`src/rtl/txt_disp_pkg.sv`:
```
`timescale 1ns/1ps
package txt_disp_pkg;
  localparam int ADDR_W = 12;
  localparam int SCAN_W = 4;

  typedef struct packed {
    logic              loadText;
    logic              loadCode;
    logic              loadFont;
    logic              loadShift;
    logic [ADDR_W-1:0] textIdx;
    logic [SCAN_W-1:0] scan;
  } fetchCtl_t;
endpackage

```
`src/rtl/disp_timing_ctl.sv`:
```
`timescale 1ns/1ps
module disp_timing_ctl
  import txt_disp_pkg::*;
#(
  parameter int H_VIS  = 640,
  parameter int H_FP   = 16,
  parameter int H_SYNC = 96,
  parameter int H_BP   = 48,
  parameter int V_VIS  = 480,
  parameter int V_FP   = 10,
  parameter int V_SYNC = 2,
  parameter int V_BP   = 33,
  parameter int CELL_W = 8,
  parameter int CELL_H = 12
) (
  input  logic      clk,
  input  logic      rst,
  output fetchCtl_t ctl,
  output logic      hsyncOut,
  output logic      vsyncOut,
  output logic      visOut
);
  localparam int H_TOT = H_VIS + H_FP + H_SYNC + H_BP;
  localparam int V_TOT = V_VIS + V_FP + V_SYNC + V_BP;
  localparam int COLS  = H_VIS / CELL_W;
  localparam int ROWS  = V_VIS / CELL_H;
  localparam int HC_W  = $clog2(H_TOT);
  localparam int VC_W  = $clog2(V_TOT);
  localparam int PH_W  = $clog2(CELL_W);
  localparam int COL_W = $clog2(COLS + 1);
  localparam int LAT   = 2 * CELL_W;

  localparam logic [HC_W-1:0]   H_LAST   = HC_W'(H_TOT - 1);
  localparam logic [HC_W-1:0]   H_VIS_C  = HC_W'(H_VIS);
  localparam logic [HC_W-1:0]   HS_START = HC_W'(H_VIS + H_FP);
  localparam logic [HC_W-1:0]   HS_END   = HC_W'(H_VIS + H_FP + H_SYNC);
  localparam logic [HC_W-1:0]   FONT_1ST = HC_W'(CELL_W);
  localparam logic [HC_W-1:0]   SH_FIRST = HC_W'(2 * CELL_W - 1);
  localparam logic [HC_W-1:0]   SH_END   = HC_W'(H_VIS + CELL_W);
  localparam logic [HC_W-1:0]   HS_WIDTH = HC_W'(H_SYNC);
  localparam logic [VC_W-1:0]   V_LAST   = VC_W'(V_TOT - 1);
  localparam logic [VC_W-1:0]   V_VIS_C  = VC_W'(V_VIS);
  localparam logic [VC_W-1:0]   VS_START = VC_W'(V_VIS + V_FP);
  localparam logic [VC_W-1:0]   VS_END   = VC_W'(V_VIS + V_FP + V_SYNC);
  localparam logic [PH_W-1:0]   PH_LAST  = PH_W'(CELL_W - 1);
  localparam logic [SCAN_W-1:0] SC_LAST  = SCAN_W'(CELL_H - 1);
  localparam logic [ADDR_W-1:0] COLS_A   = ADDR_W'(COLS);
  localparam logic [ADDR_W-1:0] CELLS_A  = ADDR_W'(COLS * ROWS);

  logic [HC_W-1:0]   hCnt;
  logic [VC_W-1:0]   vCnt;
  logic [PH_W-1:0]   phase;
  logic [COL_W-1:0]  col;
  logic [SCAN_W-1:0] scan;
  logic [ADDR_W-1:0] rowBase;

  // raster counters: beam position of the fetch stage
  always_ff @(posedge clk or posedge rst) begin
    if (rst) begin
      hCnt    <= '0;
      vCnt    <= '0;
      phase   <= '0;
      col     <= '0;
      scan    <= '0;
      rowBase <= '0;
    end else if (hCnt == H_LAST) begin
      hCnt  <= '0;
      phase <= '0;
      col   <= '0;
      if (vCnt == V_LAST) begin
        vCnt    <= '0;
        scan    <= '0;
        rowBase <= '0;
      end else begin
        vCnt <= vCnt + 1'b1;
        if (vCnt < V_VIS_C) begin
          if (scan == SC_LAST) begin
            scan    <= '0;
            rowBase <= rowBase + COLS_A;
          end else begin
            scan <= scan + 1'b1;
          end
        end
      end
    end else begin
      hCnt <= hCnt + 1'b1;
      if (phase == PH_LAST) begin
        phase <= '0;
        col   <= col + 1'b1;
      end else begin
        phase <= phase + 1'b1;
      end
    end
  end

  logic hAct, vAct;
  logic hsRaw, vsRaw, visRaw;

  always_comb begin
    hAct   = hCnt < H_VIS_C;
    vAct   = vCnt < V_VIS_C;
    hsRaw  = !((hCnt >= HS_START) && (hCnt < HS_END));
    vsRaw  = !((vCnt >= VS_START) && (vCnt < VS_END));
    visRaw = hAct && vAct;

    ctl.loadText  = vAct && hAct && (phase == '0);
    ctl.loadCode  = vAct && hAct && (phase == PH_LAST);
    ctl.loadFont  = vAct && (phase == '0) && (hCnt >= FONT_1ST) && (hCnt <= H_VIS_C);
    ctl.loadShift = vAct && (phase == PH_LAST) && (hCnt >= SH_FIRST) && (hCnt < SH_END);
    ctl.textIdx   = rowBase + ADDR_W'(col);
    ctl.scan      = scan;
  end

  // sync and blanking delayed by the fetch pipeline depth
  logic [LAT-1:0] hsDly, vsDly, visDly;

  always_ff @(posedge clk or posedge rst) begin
    if (rst) begin
      hsDly  <= '1;
      vsDly  <= '1;
      visDly <= '0;
    end else begin
      hsDly  <= {hsDly[LAT-2:0], hsRaw};
      vsDly  <= {vsDly[LAT-2:0], vsRaw};
      visDly <= {visDly[LAT-2:0], visRaw};
    end
  end

  assign hsyncOut = hsDly[LAT-1];
  assign vsyncOut = vsDly[LAT-1];
  assign visOut   = visDly[LAT-1];

  // length of the current low stretch of hsync at the output
  logic [HC_W-1:0] hsLowCnt;
  always_ff @(posedge clk or posedge rst) begin
    if (rst)            hsLowCnt <= '0;
    else if (!hsyncOut) hsLowCnt <= hsLowCnt + 1'b1;
    else                hsLowCnt <= '0;
  end

  assert_hsync_width_R1: assert property (@(posedge clk) disable iff (rst)
    $rose(hsyncOut) |-> (hsLowCnt == HS_WIDTH));

  assert_vsync_at_line_start_R2: assert property (@(posedge clk) disable iff (rst)
    !$stable(vsyncOut) |-> (hsyncOut && $past(hsyncOut)));

  assert_rowbase_end_R4: assert property (@(posedge clk) disable iff (rst)
    ((vCnt == V_VIS_C) && (hCnt == '0)) |-> (rowBase == CELLS_A));
endmodule

```
`src/rtl/disp_fetch_path.sv`:
```
`timescale 1ns/1ps
module disp_fetch_path
  import txt_disp_pkg::*;
#(
  parameter int CELL_W     = 8,
  parameter int CELL_H     = 12,
  parameter int CODE_W     = 8,
  parameter int TEXT_CELLS = 3200
) (
  input  logic              clk,
  input  logic              rst,
  input  fetchCtl_t         ctl,
  output logic [ADDR_W-1:0] textAddr,
  input  logic [CODE_W-1:0] textData,
  output logic [ADDR_W-1:0] fontAddr,
  input  logic [CELL_W-1:0] fontData,
  output logic              glyphBit
);
  localparam logic [ADDR_W-1:0] CELL_H_A = ADDR_W'(CELL_H);
  localparam logic [ADDR_W-1:0] CELLS_A  = ADDR_W'(TEXT_CELLS);

  logic [CODE_W-1:0] codeQ;
  logic [CELL_W-1:0] shiftQ;
  logic [ADDR_W-1:0] glyphBase;
  logic [ADDR_W-1:0] fontNext;

  always_comb begin
    glyphBase = ADDR_W'(codeQ) * CELL_H_A;
    fontNext  = glyphBase + ADDR_W'(ctl.scan);
  end

  always_ff @(posedge clk or posedge rst) begin
    if (rst) begin
      textAddr <= '0;
      codeQ    <= '0;
      fontAddr <= '0;
      shiftQ   <= '0;
    end else begin
      if (ctl.loadText) textAddr <= ctl.textIdx;
      if (ctl.loadCode) codeQ    <= textData;
      if (ctl.loadFont) fontAddr <= fontNext;
      if (ctl.loadShift) shiftQ  <= fontData;
      else               shiftQ  <= {shiftQ[CELL_W-2:0], 1'b0};
    end
  end

  assign glyphBit = shiftQ[CELL_W-1];

  assert_text_hold_R7: assert property (@(posedge clk) disable iff (rst)
    ctl.loadCode |-> ($stable(textAddr) && (textAddr == $past(textAddr, 5))));

  assert_font_hold_R7: assert property (@(posedge clk) disable iff (rst)
    ctl.loadShift |-> ($stable(fontAddr) && (fontAddr == $past(fontAddr, 5))));

  assert_text_bound_R4: assert property (@(posedge clk) disable iff (rst)
    ctl.loadText |=> (textAddr < CELLS_A));
endmodule

```
`src/rtl/txt_disp_engine.sv`:
```
`timescale 1ns/1ps
module txt_disp_engine
  import txt_disp_pkg::*;
#(
  parameter int H_VIS  = 640,
  parameter int H_FP   = 16,
  parameter int H_SYNC = 96,
  parameter int H_BP   = 48,
  parameter int V_VIS  = 480,
  parameter int V_FP   = 10,
  parameter int V_SYNC = 2,
  parameter int V_BP   = 33,
  parameter int CELL_W = 8,
  parameter int CELL_H = 12,
  parameter int CODE_W = 8
) (
  input  logic              clk,
  input  logic              rst,
  output logic [ADDR_W-1:0] textAddr,
  input  logic [CODE_W-1:0] textData,
  output logic [ADDR_W-1:0] fontAddr,
  input  logic [CELL_W-1:0] fontData,
  output logic              pixel,
  output logic              hsync,
  output logic              vsync
);
  localparam int TEXT_CELLS = (H_VIS / CELL_W) * (V_VIS / CELL_H);

  fetchCtl_t ctl;
  logic      visDly;
  logic      glyphBit;

  disp_timing_ctl #(
    .H_VIS(H_VIS), .H_FP(H_FP), .H_SYNC(H_SYNC), .H_BP(H_BP),
    .V_VIS(V_VIS), .V_FP(V_FP), .V_SYNC(V_SYNC), .V_BP(V_BP),
    .CELL_W(CELL_W), .CELL_H(CELL_H)
  ) ctl_i (
    .clk(clk), .rst(rst), .ctl(ctl),
    .hsyncOut(hsync), .vsyncOut(vsync), .visOut(visDly)
  );

  disp_fetch_path #(
    .CELL_W(CELL_W), .CELL_H(CELL_H), .CODE_W(CODE_W), .TEXT_CELLS(TEXT_CELLS)
  ) path_i (
    .clk(clk), .rst(rst), .ctl(ctl),
    .textAddr(textAddr), .textData(textData),
    .fontAddr(fontAddr), .fontData(fontData),
    .glyphBit(glyphBit)
  );

  assign pixel = glyphBit & visDly;
endmodule

```
`config.mk`:
```
export PLATFORM = sky130hd
export DESIGN_NAME = txt_disp_engine
export DESIGN_NICKNAME = d
export VERILOG_FILES = /design/src/rtl/txt_disp_pkg.sv /design/src/rtl/disp_timing_ctl.sv /design/src/rtl/disp_fetch_path.sv /design/src/rtl/txt_disp_engine.sv
export SDC_FILE = /design/constraint.sdc
export NUM_CORES = 1
export LEC_CHECK = 0
export ABC_AREA = 1
export BUFFER_PORTS_ARGS = -buffer_cell sky130_fd_sc_hd__buf_2
export CELL_PAD_IN_SITES_DETAIL_PLACEMENT = 0
export CELL_PAD_IN_SITES_GLOBAL_PLACEMENT = 2
export CORE_MARGIN = 10
export CORE_UTILIZATION = 41
export DETAILED_ROUTE_END_ITERATION = 10
export GPL_ROUTABILITY_DRIVEN = 0
export PLACE_DENSITY_LB_ADDON = 0.1
export SETUP_SLACK_MARGIN = 0.02
export SLEW_MARGIN = 20
export SYNTH_ARGS = -nofsm -noshare
export SYNTH_HDL_FRONTEND = slang
export SYNTH_SLANG_ARGS = --single-unit
```
`constraint.sdc`:
```
create_clock -name clk -period 12.65 [get_ports clk]
set_clock_uncertainty 0.1 [all_clocks]
set_input_delay 2.53 -clock clk [delete_from_list [all_inputs] [get_ports clk]]
set_output_delay 2.53 -clock clk [all_outputs]
set_load 0.03 [all_outputs]
```
* After elaboration in Yosys (flattened, before gate mapping) *
Index checks and enable logic that the tools add are counted.

storage, ports and cells
  logic and storage cells = 69
  bits in registers = 134

cells by class
  muxes and demuxes = 13
  order comparisons = 10
  multiply operators = 1
  bitwise gates (word level) = 1
  add/sub/neg operators = 8
  reductions and logical operators = 19
  eq/ne operators = 4

operators with widths
  operator                                                                               number
  12-bit two-way mux                                                                     3
  10-bit less-than comparator (second input constant)                                    3
  10-bit by 1-bit adder with 10-bit output (second input constant)                       2
  10-bit == test (second input constant)                                                 2
  10-bit by 4-bit greater-or-equal comparator with 1-bit output (second input constant)  2
  10-bit by 9-bit less-than comparator with 1-bit output (second input constant)         2
  10-bit two-way mux                                                                     2
  7-bit two-way mux                                                                      2
  12-bit by 4-bit adder with 12-bit output                                               1
  12-bit by 7-bit adder with 12-bit output                                               1
  12-bit by 7-bit adder with 12-bit output (second input constant)                       1
  4-bit two-way mux                                                                      3
  1-bit logical AND                                                                      11
  10-bit greater-or-equal comparator (second input constant)                             1
  10-bit by 9-bit greater-or-equal comparator with 1-bit output (second input constant)  1
  10-bit <= comparator (second input constant)                                           1
  8-bit by 2-bit multiplier with 10-bit output (second input constant)                   1
  8-bit two-way mux                                                                      1
  7-bit by 1-bit adder with 7-bit output (second input constant)                         1
  3-bit two-way mux                                                                      2
  2-bit nonzero test                                                                     3
  4-bit by 1-bit adder with 4-bit output (second input constant)                         1
  4-bit == test (second input constant)                                                  1
  3-bit by 1-bit adder with 3-bit output (second input constant)                         1
  6 further kinds                                                                        7

* Logic depth before layout (Yosys ltp) *
Gate-level depths: netlist (run 1).

  depth after elaboration = 5
  mapped depth = 14
  depth with buffers taken out = 14

* By module *
Synthesis (run 1) repeated with hierarchy kept, for this count alone.

unflattened totals
  cell total of the unflattened synthesis = 633
  area total of the unflattened synthesis = 6,079.6 µm²

by module, submodules not included
  module           sequential area each (µm²)  times used  area an instance (µm²)  cells an instance
  disp_timing_ctl  2,292.2                     1           4,011.3                 425
  disp_fetch_path  1,001.0                     1           2,060.7                 206
  txt_disp_engine  0.0                         1           7.5                     2

* Worst setup path before layout (run 1) *
Ideal clock, no wire load.

  kind = flip-flop to output port
  start point = register ctl_i.hsDly[15]
  end point = output hsync
  setup slack = 9.432 ns
  required time = 10.020 ns
  stages on the path, launching flop included = 1
  path buffers = 0
  data arrival time = 0.588 ns
  cells stage by stage = dfstp_2

RTL lines
  what                    line                    RTL
  start, declared         disp_timing_ctl.sv:115  logic [LAT-1:0] hsDly, vsDly, visDly;
  start signal, assigned  disp_timing_ctl.sv:123  hsDly <= {hsDly[LAT-2:0], hsRaw};
  end, declared           txt_disp_engine.sv:24   output logic hsync,

No word-level cell between the ends.

* Worst setup path in the final report (run 1) *
  start point = register ctl_i.hsDly[15]
  end point = output hsync

No word-level cell between the ends.

==> results.tsv, run 1 <==
metric	value	unit
maxSlewHeadroom	0.523	
ys_ff_latch	130	
drv_cap	0	
fin_cells	839	
nNetsFinal	688	
dpl.cell_count	807	
numCtsBuffers	17	
worstPathRequired	10.02	ns
status	finished clean	
place_hpwl	7920	um
dr.first_iter.drc_count	224	
max_stage_delay	0.51	ns
ys_warn_count	0	
grt_pass1_wl	19400	um
die_y	139	um
power_density	140	nW/um2
ys_seq_area_frac	0.572	
critPathTopFamily	flip-flops	
synthCells	591	
hold_class	reg2reg	
hold_viol	0	
fin_setup_tns	0	ns
clockBufferDepth	2	
drt-pass1-iter-count	4	
min_period_over_period	0.295	
clock-sinks	130	
clkTransAtPathRegs	0.06	ns
synthTopCellsByArea	dfrtp_1, dfstp_2, nand2_1	
crit_fanout	1	
synth_top_area_cell	dfrtp_1	
rrSetupSlack	10.33	ns
fill_cells	1291	
path_cells	buf_2	
routedWlPerCell	13.2	um
drive_gt1_frac	0.214	
max-vdd-ir-drop	0.103	mV
grt_pass1_vias	4000	
grt_use_total	0.121	
final_common_cell	nand2_1	
setup-violations-final	0	
crit_type	reg2out	
multi_input_area	2130	um2
clock_latency	0.41	ns
min_period	3.73	ns
io_buffer_count	44	
cts-root-buf	clkbuf_16	
grt_overflow	0	
cp-start-kind	flip-flop	
ant_nets	0	
synth_cell_types	45	
syn2layout_area_growth	17.0	%
post-cts-setup-buffer-count	0	
hp-start	ctl_i.visDly[12]$_DFF_PP0_	
core	13800	um2
start_util	0.417	
slowest_stage	dfstp_2	
tightest_slew	0.716	ns
cp-startpoint	ctl_i.hsDly[15]$_DFF_PP1_	
arrival	1.10	ns
route.vias.total	4021	
synth_area	5760	um2
io_pins	45	
endpoint_kind	output port	
stdcell_area	6740	um2
num_antenna_cells	0	
via_per_inst	4.79	
synth_edf_count	0	
placed_area	6170	um2
wl	11100	um
cts_tree	done	
postSynthAreaPerCell	9.75	um2
max_freq	268	MHz
antenna_found_initial	0	
cts_hold_buf	0	
ys_async_sr_fraction	1.00	
synth_top_area_share	0.426	
leakage	0.00324	uW
path_buf_inv	1	
synth_flop_cell	dfrtp_1	
die_w	139	um
grt_max_degree	83	
ctsResizeCount	0	
slew_viol_final	0	
drc	0	
regToRegStartpoint	ctl_i.vCnt[0]$_DFFE_PP0P_	
seqCellArea	3290	um2
final_util	0.488	
htree_levels	4	
synth_nets	633	
die_area	19200	um2
final_cell_mix	nand2_1, dfrtp_1, inv_1	
row_count	43	
rsz0062_at_grt	false	
-- worst paths after layout --
kind	endpoint	cells past startpoint
max in group asynchronous	path_i.codeQ[5]$_DFFE_PP0P_	3
min in group asynchronous	ctl_i.visDly[12]$_DFF_PP0_	2
worst max register to register	ctl_i.rowBase[4]$_DFFE_PP0P_	10
worst min-delay path	ctl_i.visDly[13]$_DFF_PP0_	0
worst min register to register	ctl_i.visDly[13]$_DFF_PP0_	0
worst max-delay path	hsync	1
-- cell usage after synthesis, types with 2 or more instances --
master      n
nand2_1   120
dfrtp_1    98
inv_1      73
nand3_1    43
o21ai_0    41
nor2_1     34
dfstp_2    32
ha_1       22
a21oi_1    19
xor2_1     12
nand4_1    11
o21ai_1     9
nor3_1      8
xnor2_1     7
buf_2       6
mux2_2      6
nand2_2     5
inv_2       4
nand3b_1    4
nor2_2      4
nor4_1      3
or2_2       3
a211oi_1    2
a31oi_1     2
fa_1        2
nor3_2      2
-- kinds of logic (layout without fill, tap and decap cells) --
logic type | count (synthesis) | in the layout | synth area share
buffers and inverters | 87 | 155 | 0.0604
adder cells (fa/ha/maj) | 24 | 24 | 0.0547
AO/OA/AOI/OAI | 81 | 81 | 0.0780
XOR/XNOR | 19 | 19 | 0.0289
flip-flops | 130 | 130 | 0.572
multiplexers | 6 | 6 | 0.0117
AND/OR/NAND/NOR | 244 | 244 | 0.195
-- where the power goes --
group | internal [uW] | switching [uW] | leakage [uW]
Combinational | 17.3 | 37.0 | 0.00144
Clock | 279 | 186 | 0.000275
Sequential | 423 | 3.96 | 0.00153
-- state kept, by name, summed over array words and instances, names as in the netlist --
signal           count
ctl_i.hCnt          10
ctl_i.visDly        16
path_i.shiftQ        8
ctl_i.rowBase        8
ctl_i.scan           4
path_i.fontAddr     12
ctl_i.col            7
ctl_i.phase          3
ctl_i.vCnt          10
path_i.textAddr     12
ctl_i.vsDly         16
path_i.codeQ         8
ctl_i.hsDly         16
-- cell type report --
cell class              count  area share
clock buffers              19      0.0657
well taps                 180      0.0334
multi-input cells         374       0.315
repair buffers             45      0.0343
clock inverters            13      0.0186
flip-flops and latches    130       0.488
inverters                  78      0.0442
-- per-layer routing --
metal	global-route usage	wire length, um	vias up
met5	0	0	-
met3	0.0377	326	9
met1	0.154	5270	1919
met2	0.188	5330	48
met4	0.0488	141	0
li1	-	-	2045
-- stage by stage --
step,power [uW],setup WS [ns],hold WS [ns]
6_report,946,8.92,0.249
5_1_grt,990,8.87,0.249
2_1_floorplan,473,6.60,0.231
3_5_place_dp,490,8.36,0.241
3_3_place_gp,489,8.42,0.235
4_1_cts,961,8.81,0.253
(Power assumes the default switching activity.)
==> run 2: changes to the inputs <==
- ABC_AREA: 1 -> 0
- clock period: 12.65 -> 3.5 ns (I/O delays scaled with it)
==> run 2 against run 1 <==
Clock-buffer cell count rose by 1. Sequential share of layout area grew 1.2 points. Design area is 2.4% lower. Combinational power increased to 4.1 times the previous value. Register-to-register slack lost 9.7 ns. Non-clock buffer count increased by 3. Sequential cell count unchanged. Worst setup slack worse by 8.3 ns. Utilization grew 0.90 points. Power increased to 3.7 times the previous value. First-iteration DRC count decreased by 32%.
==> results.tsv, run 2 <==
metric	value	unit	change
worstPathRequired	3.75	ns	-6.27 ns
power_density	533	nW/um2	+280%
hold_viol	0		unchanged
grt_pass1_wl	17300	um	-11%
synth.most_common_cell	dfrtp_1		
synth_cell_types	57		+27%
arrival	3.09	ns	+1.99 ns
ys_seq_area_frac	0.596		+0.0245
clock_latency	0.41	ns	about the same
synth_edf_count	0		unchanged
critPathTopFamily	simple AND/OR/NAND/NOR gates		
final_util	0.497		+0.00904
synth_common_cells	dfrtp_1, nor2_1, nand2_1		
ctsResizeCount	0		unchanged
placed_area	5990	um2	-3.0%
start_util	0.417		+0.000525
final_common_cell	dfrtp_1		
slew_viol_final	0		unchanged
crit_type	reg2reg		
drt-pass1-iter-count	4		unchanged
finalPower	3510	uW	+270%
stdcell_area	6580	um2	-2.4%
nNetsFinal	549		-20%
slowest_stage	or4b_1		
status	finished clean		
fill_cells	1209		-6.4%
io_buffer_count	44		unchanged
route.vias.total	3370		-16%
num_antenna_cells	0		unchanged
power_frac_comb	0.063		+0.006
htree_levels	4		unchanged
core	13200	um2	-4.2%
place_hpwl	6910	um	-13%
seqPwrFrac	0.441		-0.011
maxSlewHeadroom	0.452		-0.0708
final_cell_mix	dfrtp_1, buf_2, nor2_1		
crit_fanout	4		+3
max_freq	352	MHz	
synthCells	449		-24%
clock-sinks	130		unchanged
min_period	2.84	ns	
synth_flop_cell	dfrtp_1		
wl	9680	um	-12%
max_stage_delay	0.52	ns	about the same
synthTopCellsByArea	dfrtp_1, dfstp_2, mux2_2		
grt_max_degree	53		-36%
synth_top_area_cell	dfrtp_1		
multi_input_area	2160	um2	+1.6%
ys_warn_count	0		unchanged
syn2layout_area_growth	19.0	%	
ant_nets	0		unchanged
post-cts-setup-buffer-count	0		unchanged
clkTransAtPathRegs	0.06	ns	about the same
antenna_found_initial	0		unchanged
hold_class	reg2reg		
min_period_over_period	0.811		
drc	0		unchanged
wl_met1	4740	um	-10%
route.met2.wl	4260	um	-20%
drive_gt1_frac	0.294		+0.0803
seqCellArea	3290	um2	unchanged
synth_top_area_share	0.444		+0.0182
top_layer_used	met4		
reg_top3	ctl_i.hsDly (16), ctl_i.visDly (16), ctl_i.vsDly (16)		
endpoint_kind	flip-flop		
die_y	136	um	-1.8%
cts_hold_buf	0		unchanged
clkPwrFrac	0.496		+0.005
cts_tree	done		
p_int	2690	uW	+270%
grt_overflow	0		unchanged
numCtsBuffers	17		unchanged
grt_use_total	0.117		-0.00447
ys_ff_latch	130		unchanged
switching_share	0.231		-0.00830
max-vdd-ir-drop	0.279	mV	+170%
row_count	42		-2.3%
leakage	0.00283	uW	-13%
rsz0062_at_grt	false		
ys_async_sr_fraction	1.00		unchanged
cp-start-kind	flip-flop		
drv_cap	0		unchanged
tightest_slew	0.820	ns	+0.104 ns
cts-root-buf	clkbuf_16		
synth_area	5520	um2	-4.1%
synth_nets	491		-22%
via_per_inst	4.84		+1.0%
die_w	136	um	-1.8%
path_cells	ha_1 -> fa_1 -> a211oi_2 -> nor2_1 -> nor4_4 -> nand4_1 -> or4b_1 -> nand3_1		
postSynthAreaPerCell	12.3	um2	+26%
clockBufferDepth	2		unchanged
p_switching	812	uW	+260%
die_area	18500	um2	-3.5%
path_buf_inv	0		-1
io_pins	45		unchanged
routedWlPerCell	13.9	um	+5.5%
setup-violations-final	0		unchanged
fin_setup_tns	0	ns	unchanged
wl_met3	570	um	+75%
dr.first_iter.drc_count	153		-32%
grt_pass1_vias	3496		-13%
## run 2: cell count changes after synthesis, sizes merged, moves of 14 or more
cell   change
inv       -69
nand2     -92
xnor2     +14
mux2      +22
o21ai     -21
nand3     -30
## run 2: layout make-up
type | count | area share
timing repair buffer | 48 | 0.0419
clock buffer | 20 | 0.0679
sequential | 130 | 0.501
tap | 176 | 0.0335
clock inverter | 12 | 0.0219
multi-input combinational | 301 | 0.328
inverter | 9 | 0.00571
## run 2: logic make-up (layout without fill, tap and decap cells)
family | count (synthesis) | after routing | share of synthesized area
compound gates | 67 | 67 | 0.0809
buf+inv | 18 | 89 | 0.0140
simple gates | 144 | 144 | 0.133
flops | 130 | 130 | 0.596
mux | 29 | 29 | 0.0602
fa+ha+maj | 24 | 24 | 0.0571
xor+xnor | 37 | 37 | 0.0587
## run 2: power by group through the flow
stage	Sequential [uW]	Combinational [uW]	Clock, uW
final	1550	220	1740
after global routing	1550	249	1870
after CTS	1550	227	1790
after detailed placement	1570	226	0
after global placement	1570	223	0
after floorplan	1600	127	0
## run 2: final timing paths
path                       slack (ns)                              end                         from  cells after the start
max reg2reg                      0.66  path_i.fontAddr[11]$_DFFE_PP0P_  path_i.codeQ[1]$_DFFE_PP0P_                      8
min reg2reg                      0.25        ctl_i.visDly[1]$_DFF_PP0_    ctl_i.visDly[0]$_DFF_PP0_                      0
max                              0.66  path_i.fontAddr[11]$_DFFE_PP0P_  path_i.codeQ[1]$_DFFE_PP0P_                      8
min                              0.25        ctl_i.visDly[1]$_DFF_PP0_    ctl_i.visDly[0]$_DFF_PP0_                      0
max in group asynchronous        2.19         ctl_i.vsDly[0]$_DFF_PP1_                          rst                      3
min in group asynchronous        0.34   path_i.textAddr[4]$_DFFE_PP0P_                          rst                      2
## run 2: per-layer routing
layer / up-vias / GRT usage
li1: 1690 / -
met1: 1605 / 0.153
met2: 66 / 0.168
met3: 9 / 0.0494
met4: 0 / 0.0408
met5: - / 0
## run 2: per-stage QoR
stage / cells / setup WS [ns] / hold slack [ns]
4_1_cts: 696 / 0.654 / 0.249
3_3_place_gp: 664 / 0.690 / 0.236
3_5_place_dp: 664 / 0.672 / 0.236
2_1_floorplan: 449 / 0.841 / 0.231
5_1_grt: 696 / 0.448 / 0.253
6_report: 696 / 0.661 / 0.247
==> run 3: changes to the inputs <==
- CORE_UTILIZATION: 41 -> 37
- clock period: 3.5 -> 2.3 ns (I/O delays scaled with it)
==> run 3 against run 2 <==
The run now ends with negative setup slack left. Register-to-register slack lost 0.94 ns. Sequential power rose by 52%. Combinational power increased by 93%. Worst setup slack got worse by 0.94 ns. Hold slack worse by 0.13 ns. First-iteration DRC count shrank 2.6%. Global-route usage down 0.34 points. Cell count up 8.5%. Power rose by 53%. Fmax rose by 10%. Sequential share of layout area fell by 3.8 points. Clock-buffer cell count down 2. Critical endpoint unchanged. Largest cell class unchanged.
==> results.tsv, run 3 (synthesized netlist as in run 2, its figures left out) <==
metric	value	unit	change
htree_levels	4		unchanged
min_period_over_period	1.12		+0.309
hold_class	in2async		
clkPwrFrac	0.483		-0.013
core	14600	um2	+10%
grt_pass1_wl	18500	um	+6.8%
crit_fanout	4		unchanged
drv_cap	0		unchanged
rrSetupSlack	-0.27	ns	-0.94 ns
setup_ws	-0.275	ns	-0.936 ns
io_pins	45		unchanged
slew_viol_final	0		unchanged
die_w	142	um	+4.5%
clkTransAtPathRegs	0.06	ns	about the same
start_util	0.379		-0.0385
crit_type	reg2reg		
regToRegStartpoint	path_i.codeQ[1]$_DFFE_PP0P_		
grt_max_degree	131		+150%
cts_hold_buf	0		unchanged
die_y	142	um	+4.5%
p_switching	1320	uW	+62%
fin_cells	755		+8.5%
setup-violations-final	6		+6
dpl.cell_count	713		+7.4%
grt_pass1_vias	3758		+7.5%
max_freq	388	MHz	+10%
dr.first_iter.drc_count	149		-2.6%
worstPathRequired	2.54	ns	-1.21 ns
maxSlewHeadroom	0.541		+0.0887
die_area	20200	um2	+9.2%
routedWlPerCell	14.3	um	+2.4%
power_density	756	nW/um2	+42%
final_cell_mix	dfrtp_1, buf_4, buf_2		
wl	10800	um	+11%
rsz0062_at_grt	true		
clockBufferDepth	2		unchanged
p_int	4060	uW	+51%
grt_use_total	0.113		-0.00337
syn2layout_area_growth	28.9	%	
numCtsBuffers	17		unchanged
status	finished with violations		
cp-start-kind	flip-flop		
cts_tree	done		
nNetsFinal	600		+9.3%
clock-sinks	130		unchanged
seqPwrFrac	0.438		-0.003
hold_viol	0		unchanged
num_antenna_cells	0		unchanged
place_hpwl	7540	um	+9.2%
cts-root-buf	clkbuf_16		
antenna_found_initial	0		unchanged
io_buffer_count	44		unchanged
violations	negative setup slack		
clock_latency	0.42	ns	about the same
tightest_slew	0.689	ns	-0.131 ns
final_common_cell	dfrtp_1		
fill_cells	1348		+11%
ant_nets	0		unchanged
drt-pass1-iter-count	4		unchanged
grt_overflow	0		unchanged
drive_gt1_frac	0.389		+0.0946
max-vdd-ir-drop	0.501	mV	+79%
route.vias.total	3631		+7.7%
endpoint_kind	flip-flop		
row_count	44		+4.8%
r2r-end	path_i.fontAddr[11]$_DFFE_PP0P_		
worstRegToRegCells	8		unchanged
min_period	2.57	ns	-0.264 ns
power_frac_comb	0.079		+0.016
switching_share	0.245		+0.0136
leakage	0.00312	uW	+10%
stdcell_area	7120	um2	+8.3%
placed_area	6330	um2	+5.8%
arrival	2.82	ns	-0.27 ns
reg_top3	ctl_i.hsDly (16), ctl_i.visDly (16), ctl_i.vsDly (16)		
fin_setup_tns	-1.09	ns	-1.09 ns
drc	0		unchanged
via_per_inst	4.81		-0.67%
run 3: changes by cell type in the layout (fill, tap and decap cells not counted), sizes merged:
cell	change
buf	+51
clkinvlp	-2
clkinv	+4
bufinv	-1
clkbuf	-2
inv	+1
run 3: timing repair:
action / CTS / global route
endpoints found under the hold margin: 0 / 0
pin swaps: 6 / 9
setup endpoints to repair: 5 / 21
setup buffers: 5 / 5
resized for setup: 5 / 19
run 3: through the flow:
| stage | util | setup WS, ns | total power, uW | hold WS (ns) |
|---|---|---|---|---|
| 2_1_floorplan | - | -0.204 | 2650 | 0.231 |
| 3_3_place_gp | 0.434 | -0.211 | 2780 | 0.234 |
| 3_5_place_dp | 0.434 | -0.297 | 2780 | 0.235 |
| 4_1_cts | 0.478 | -0.276 | 5450 | 0.133 |
| 5_1_grt | 0.488 | -0.386 | 5610 | 0.145 |
| 6_report | 0.488 | -0.275 | 5380 | 0.112 |
run 3: cell type report:
| type | instances | area, um2 | share of cell area |
|---|---|---|---|
| repair buffers | 99 | 673 | 0.0945 |
| well taps | 184 | 230 | 0.0323 |
| clock inverters | 14 | 141 | 0.0198 |
| multi-input cells | 301 | 2310 | 0.324 |
| flip-flops and latches | 130 | 3290 | 0.462 |
| inverters | 9 | 37.5 | 0.00527 |
| clock buffers | 18 | 439 | 0.0617 |
run 3: how the worst max path moves through the flow:
stage,from,end,slack [ns],cells after the start
2_1_floorplan,path_i.codeQ[1]$_DFFE_PP0P_,path_i.fontAddr[11]$_DFFE_PP0P_,-0.20,8
3_3_place_gp,path_i.codeQ[1]$_DFFE_PP0P_,path_i.fontAddr[11]$_DFFE_PP0P_,-0.21,8
3_5_place_dp,path_i.codeQ[1]$_DFFE_PP0P_,path_i.fontAddr[11]$_DFFE_PP0P_,-0.30,8
4_1_cts,path_i.codeQ[0]$_DFFE_PP0P_,path_i.fontAddr[11]$_DFFE_PP0P_,-0.28,8
5_1_grt,path_i.codeQ[0]$_DFFE_PP0P_,path_i.fontAddr[11]$_DFFE_PP0P_,-0.39,8
6_report,path_i.codeQ[1]$_DFFE_PP0P_,path_i.fontAddr[11]$_DFFE_PP0P_,-0.27,8
run 3: metal layers:
metal  wire length [um]  vias up  track usage
met4                146        0       0.0420
met5                  0        -            0
met3                454       13       0.0401
met1               5090     1784        0.144
met2               5070       41        0.173
li1                   -     1793            -
run 3: power by group through the flow:
stage / logic (uW) / clock network (uW) / registers, uW
2_1_floorplan: 205 / 0 / 2440
3_3_place_gp: 385 / 0 / 2390
3_5_place_dp: 389 / 0 / 2390
4_1_cts: 409 / 2690 / 2360
5_1_grt: 467 / 2780 / 2360
6_report: 425 / 2600 / 2350
run 3: worst max-delay path, stage by stage (launching register included):
cell and delay (ns):
dfrtp_1 0.41, buf_4 0.16, fa_2 0.41, a211oi_4 0.37, o21bai_1 0.10, a21o_1 0.19, a21o_1 0.18, or4b_1 0.50
nand3_1 0.08
